===== config.mk =====
export PLATFORM = sky130hd
export DESIGN_NAME = irq_entry_seq
export DESIGN_NICKNAME = d
export VERILOG_FILES = /design/src/rtl/irq_entry_pkg.sv /design/src/rtl/irq_qualify.sv /design/src/rtl/irq_pick.sv /design/src/rtl/irq_entry_seq.sv
export SDC_FILE = /design/constraint.sdc
export NUM_CORES = 1
export LEC_CHECK = 0
export CAP_MARGIN = 25
export CORE_AREA = 2 2 139 107
export DETAILED_ROUTE_END_ITERATION = 12
export DIE_AREA = 0 0 141 109
export DONT_BUFFER_PORTS = 1
export PLACE_DENSITY = 0.69
export SYNTH_ARGS = -nofsm -noshare
export SYNTH_HDL_FRONTEND = slang
export SYNTH_SLANG_ARGS = --single-unit
export TNS_END_PERCENT = 5

===== constraint.sdc =====
create_clock -name clk -period 7.15 [get_ports clk]
set_clock_uncertainty 0.2 [all_clocks]
set_input_delay 1.43 -clock clk [delete_from_list [all_inputs] [get_ports clk]]
set_output_delay 1.43 -clock clk [all_outputs]
set_load 0.02 [all_outputs]

===== src/rtl/irq_entry_pkg.sv =====
package irq_entry_pkg;
    localparam int LVL_W    = 4;
    localparam int CODE_W   = 12;
    localparam int WORD_W   = 32;
    localparam int BLK_BIT  = 8;
    localparam int BANK_BIT = 9;
    localparam int PRIV_BIT = 10;
    localparam logic [WORD_W-1:0] SR_RESET  = 32'h0000_050F;
    localparam logic [WORD_W-1:0] ENTRY_SET =
        (32'h1 << BLK_BIT) | (32'h1 << BANK_BIT) | (32'h1 << PRIV_BIT);
    localparam logic [CODE_W-1:0] DBG_CODE  = 12'h5E0;
    localparam logic [LVL_W-1:0]  DBG_LEVEL = 4'hF;

    typedef struct packed {
        logic [WORD_W-1:0] status;
        logic [WORD_W-1:0] spc;
        logic [WORD_W-1:0] ssr;
        logic [CODE_W-1:0] evt_a;
        logic [CODE_W-1:0] evt_b;
        logic              redir;
        logic [WORD_W-1:0] tgt;
    } seq_state_t;
endpackage


===== src/rtl/irq_qualify.sv =====
module irq_qualify
    import irq_entry_pkg::*;
#(
    parameter int NSRC = 6
) (
    input  logic [NSRC-1:0]       req,
    input  logic [NSRC*LVL_W-1:0] lvl,
    input  logic [LVL_W-1:0]      mask,
    input  logic                  blk,
    output logic [NSRC-1:0]       qual
);
    for (genvar i = 0; i < NSRC; i++) begin : g_src
        assign qual[i] = req[i] && !blk && (lvl[i*LVL_W +: LVL_W] > mask);
    end
endmodule


===== src/rtl/irq_pick.sv =====
module irq_pick
    import irq_entry_pkg::*;
#(
    parameter int NSRC = 6
) (
    input  logic [NSRC-1:0]        qual,
    input  logic [NSRC*LVL_W-1:0]  lvl,
    input  logic [NSRC*CODE_W-1:0] codes,
    output logic                   win_valid,
    output logic [CODE_W-1:0]      win_code
);
    logic [LVL_W-1:0] best_lvl;

    always_comb begin
        win_valid = 1'b0;
        win_code  = '0;
        best_lvl  = '0;
        for (int i = 0; i < NSRC; i++) begin
            // strict compare keeps the lower index on a tie
            if (qual[i] && (!win_valid || lvl[i*LVL_W +: LVL_W] > best_lvl)) begin
                win_valid = 1'b1;
                best_lvl  = lvl[i*LVL_W +: LVL_W];
                win_code  = codes[i*CODE_W +: CODE_W];
            end
        end
    end
endmodule


===== src/rtl/irq_entry_seq.sv =====
module irq_entry_seq
    import irq_entry_pkg::*;
#(
    parameter int                     NPER       = 4,
    parameter logic [CODE_W-1:0]      PIN_CODE   = 12'h200,
    parameter logic [NPER*CODE_W-1:0] PER_CODES  = {12'h460, 12'h440, 12'h420, 12'h400},
    parameter logic [WORD_W-1:0]      VEC_OFFSET = 32'h600
) (
    input  logic                   clk,
    input  logic                   rst,
    input  logic                   boundary,
    input  logic                   rte,
    input  logic [WORD_W-1:0]      pc_next,
    input  logic [WORD_W-1:0]      vbr,
    input  logic                   sr_wr,
    input  logic [WORD_W-1:0]      sr_wdata,
    input  logic                   dbg_req,
    input  logic                   pin_req,
    input  logic [LVL_W-1:0]       pin_level,
    input  logic [NPER-1:0]        per_req,
    input  logic [NPER*LVL_W-1:0]  per_level,
    output logic [WORD_W-1:0]      status,
    output logic [WORD_W-1:0]      saved_pc,
    output logic [WORD_W-1:0]      saved_status,
    output logic [CODE_W-1:0]      evt_code_a,
    output logic [CODE_W-1:0]      evt_code_b,
    output logic                   redir,
    output logic [WORD_W-1:0]      redir_pc
);
    localparam int NSRC = NPER + 2;

    seq_state_t st_q, st_d;

    logic [NSRC-1:0]        src_req;
    logic [NSRC*LVL_W-1:0]  src_lvl;
    logic [NSRC*CODE_W-1:0] src_code;
    logic [NSRC-1:0]        src_qual;
    logic                   win_valid;
    logic [CODE_W-1:0]      win_code;
    logic                   take;

    // index 0 = debug, 1 = pin, 2.. = peripherals
    assign src_req  = {per_req, pin_req, dbg_req};
    assign src_lvl  = {per_level, pin_level, DBG_LEVEL};
    assign src_code = {PER_CODES, PIN_CODE, DBG_CODE};

    irq_qualify #(.NSRC(NSRC)) u_qual (
        .req  (src_req),
        .lvl  (src_lvl),
        .mask (st_q.status[LVL_W-1:0]),
        .blk  (st_q.status[BLK_BIT]),
        .qual (src_qual)
    );

    irq_pick #(.NSRC(NSRC)) u_pick (
        .qual      (src_qual),
        .lvl       (src_lvl),
        .codes     (src_code),
        .win_valid (win_valid),
        .win_code  (win_code)
    );

    assign take = boundary && !rte && win_valid;

    always_comb begin
        st_d       = st_q;
        st_d.redir = 1'b0;
        if (rte) begin
            st_d.status = st_q.ssr;
            st_d.redir  = 1'b1;
            st_d.tgt    = st_q.spc;
        end else if (take) begin
            st_d.spc    = pc_next;
            st_d.ssr    = st_q.status;
            st_d.status = st_q.status | ENTRY_SET;
            st_d.evt_a  = win_code;
            st_d.evt_b  = win_code;
            st_d.redir  = 1'b1;
            st_d.tgt    = vbr + VEC_OFFSET;
        end else if (sr_wr) begin
            st_d.status = sr_wdata;
        end
    end

    always_ff @(posedge clk) begin
        if (rst) begin
            st_q        <= '0;
            st_q.status <= SR_RESET;
        end else begin
            st_q <= st_d;
        end
    end

    assign status       = st_q.status;
    assign saved_pc     = st_q.spc;
    assign saved_status = st_q.ssr;
    assign evt_code_a   = st_q.evt_a;
    assign evt_code_b   = st_q.evt_b;
    assign redir        = st_q.redir;
    assign redir_pc     = st_q.tgt;
endmodule


==> key figures <==
Power
  • Worst vdd ir: 0.1898 mV
  • Pwr/cell area: 251.6 nW/um^2
  • LEAKAGE: 0.003028 uW

Logic synthesis
  • Top-count cell post-synth: nand2_1
  • Synth Area in Adders: 7.025%
  • Synth Area in Compound Gates: between 20% and 30%
  • Xor/xnor share of the synthesized area: 2.519%
  • Number of synthesized flops with an enable pin: 0
  • Synth top area cells: dfxtp_1 (37%), nand2_1 (9.6%), a21oi_1 (7.7%)
  • Yosys top cell area share: 36.74%
  • Flops & latches, synth: 134
  • Main combinational cell family by area after synthesis: compound AO/OA/AOI/OAI gates
  • Register area share after synthesis: 36.74%
  • Post-synth cell types: 62
  • Mapped cell area: about 7300 um^2
  • Syn_area_per_cell: 8.007 um^2
  • Main flop type after synthesis: dfxtp_1
  • Post-synth top cells: nand2_1 (186), dfxtp_1 (134), a21oi_1 (113)
  • Yosys Warn Count: 0
  • Largest area contributor in the synthesized netlist: dfxtp_1
  • Simple-Gate Fraction of Synth Area: 19.47%
  • Post-Synthesis Cells: 912
  • Asr flop ratio synth: 0%
  • Mux cell area share after synthesis: 0.8396%

STA
  • Minimum clock period after layout: between 7000 and 8000 ps
  • Worst Tran Pin Value: roughly 890 ps
  • Relative slew slack: 40.31%
  • Worst hold slack: 358.4 ps
  • Final hold vios: 0
  • Final period util: a little over nine tenths
  • Final Max Slew Viols: 0
  • Fmax: 142.7 MHz
  • RSZ-0062 raised after global routing: yes
  • Setup Viol. Count Final: 0
  • Setup TNS: 0 ps

Cells and area
  • Fraction of layout instances using a drive strength above 1: 16.19%
  • Nets: 1069
  • Core Util, Final: 58.43%
  • Finished layout cell area: a little over 8000 um^2
  • Layout area overhead: 12.99%
  • Antenna Cells: 0
  • Final-layout fill cell count: around 1300

Die
  • I/O Pins: 280
  • FP Rows: 38
  • Initial Util: 51.71%
  • Die height: 109 um
  • Core Area: roughly 14000 um^2
  • Die area: 15370 um^2
  • Die Span X: between 100 and 150 um

Clocking
  • Clock-pin slew on the worst setup and hold paths: approximately 70 ps
  • # H-tree levels: 4
  • Worst-case clock buffer depth: 2
  • CTS buffer count: 17
  • CTS tree: done
  • CTS root buf: clkbuf_16
  • Post-CTS Hold Buffers: 0
  • CTS Sinks: 134
  • Clock Latency Late Sink: 410 ps

Critical path
  • Top delay family on crit path: compound AO/OA/AOI/OAI gates
  • Critical Path AT: 7140 ps
  • CP required: ~7300 ps
  • Worst setup SP type: input port
  • CP Class: input port to flip-flop
  • CP startpoint: dbg_req
  • Worst path max stage delay: 340 ps
  • Critical Path Slowest Stage Cell: ha_1
  • Reg2Reg Capture Point: evt_code_b[10]
  • Crit Path Max Fanout: 5
  • Reg2Reg Depth: 38
  • Setup crit end kind: flip-flop
  • Worst R2R Start: status[2]
  • R2r setup slk: slightly below 300 ps
  • Most frequent CP cell: a21oi_2
  • Worst setup path end: evt_code_b[10]
  • Worst Path Buf+Inv: 6
  • Instance count on the critical path: 37

Route
  • Drt pass-1 iters: 5
  • Iter 0 DRT Violations: 406
  • Drt total wl: 21020 um
  • DR vias/cell: 5.968
  • WL/cell: roughly 19 um
  • # DRC: 0
  • Post-route ant nets: 0
  • Vias post-DR: 6529

Global route
  • Total GRT Usage: 25.74%
  • Initial antenna violation count: 0
  • Global-route wire length before repair: about 31000 um
  • Number of global-route vias before repair: 5927
  • Grt ovf: 0
  • Pin count of the biggest net entering global routing: 136

Hold path
  • Hold WC Path Type: flip-flop to flip-flop

Placement
  • Post-DP HPWL: 14180 um
  • Gp weighted congestion: 0.8756
  • Buffers on Ports: 0
  • Placed Area: 7470 um^2

Outcome
  • Status: complete, no violations

Job
  • MaxCap Viol Count: 0
==> worst register-to-register path: cells and delay by family (launching register included) <==
kind | cells | cell delay [ps]
buffers and inverters | 8 | 930
and+or+nand+nor | 6 | 990
AOI/OAI and AO/OA | 18 | 2680
muxes | 1 | 300
adders and majority gates | 5 | 1140
DFF | 1 | 530
==> metal layers <==
| layer | part of all wire (%) | track usage (%) | routed length, um | vias to the layer above |
|---|---|---|---|---|
| met3 | 9.3 | 9.047 | 1961 | 42 |
| met1 | 43 | 33.97 | 9123 | 3073 |
| met2 | 45 | 38.75 | 9434 | 287 |
| met5 | 0 | 0 | 0 | - |
| li1 | - | - | - | 3127 |
| met4 | 2.4 | 10.14 | 505 | 0 |
==> per-stage QoR <==
stage / std cells / setup WS [ps] / power [uW]
floorplan: 923 / -214.4 / 1161
CTS: 1088 / 7.869 / 2068
global route: 1094 / -184.6 / 2167
finish: 1094 / 140.6 / 2075
global placement: 1056 / -240.6 / 1215
detailed placement: 1056 / -511.5 / 1219
==> cells by family (layout without fill, tap and decap cells) <==
logic type / count (synthesis) / in the layout
xor+xnor: 21 / 21
other cells: 1 / 12
flops: 134 / 134
mux: 5 / 5
simple gates: 317 / 317
buf+inv: 136 / 127
fa+ha+maj: 41 / 41
compound gates: 257 / 257
==> area by class of cell <==
| cell class | count | area (um^2) | share of cell area [%] |
|---|---|---|---|
| multi-input combinational | 653 | 4249 | 51.50 |
| sequential | 134 | 2683 | 32.51 |
| clock buffer | 18 | 429.2 | 5.202 |
| timing repair buffer | 40 | 311.5 | 3.776 |
| tap | 180 | 225.2 | 2.730 |
| inverter | 55 | 211.5 | 2.563 |
| clock inverter | 14 | 141.4 | 1.714 |
==> sequential cells by signal (all words and copies together) (netlist names) <==
register and cells:
saved_pc 32, redir_pc 32, redir 1, status 32, evt_code_b 5, saved_status 32
==> repair_timing <==
action / in CTS / in global routing
setup endpoints to repair: 3 / 5
pin swaps: 0 / 28
resized for setup: 2 / 29
setup buffers: 0 / 6
==> cell usage in the layout (no fill, tap or decap), types with 6 or more instances in the layout <==
cell type,n
a21oi_2,8
nand3_1,21
o22ai_1,7
nand4_1,12
clkbuf_16,17
nand3b_1,6
conb_1,12
nor3_1,13
inv_1,49
o21ai_0,37
nor2b_1,7
buf_4,37
dfxtp_1,134
nor2_1,45
xnor2_1,16
o211ai_1,7
a21oi_1,105
a22oi_1,11
a221oi_2,20
a32oi_1,15
and3_1,7
ha_4,11
nand2_1,185
ha_1,30
==> power by group <==
part | switching [uW] | total (uW) | internal [uW]
Clock | 357 | 845 | 488
Sequential | 93.4 | 883 | 790
Combinational | 201 | 347 | 146
Total | 652 | 2080 | 1420
==> how the worst min path moves through the flow <==
stage / slack, ps / cells after the start / startpoint / to
detailed placement: 350 / 2 / saved_status[5] / saved_status[5]
floorplan: 340 / 2 / status[9] / saved_status[9]
CTS: 360 / 2 / saved_status[5] / saved_status[5]
finish: 360 / 2 / status[15] / saved_status[15]
global route: 380 / 2 / saved_status[13] / saved_status[13]
global placement: 350 / 2 / saved_status[25] / saved_status[25]
(Power assumes the default switching activity.)
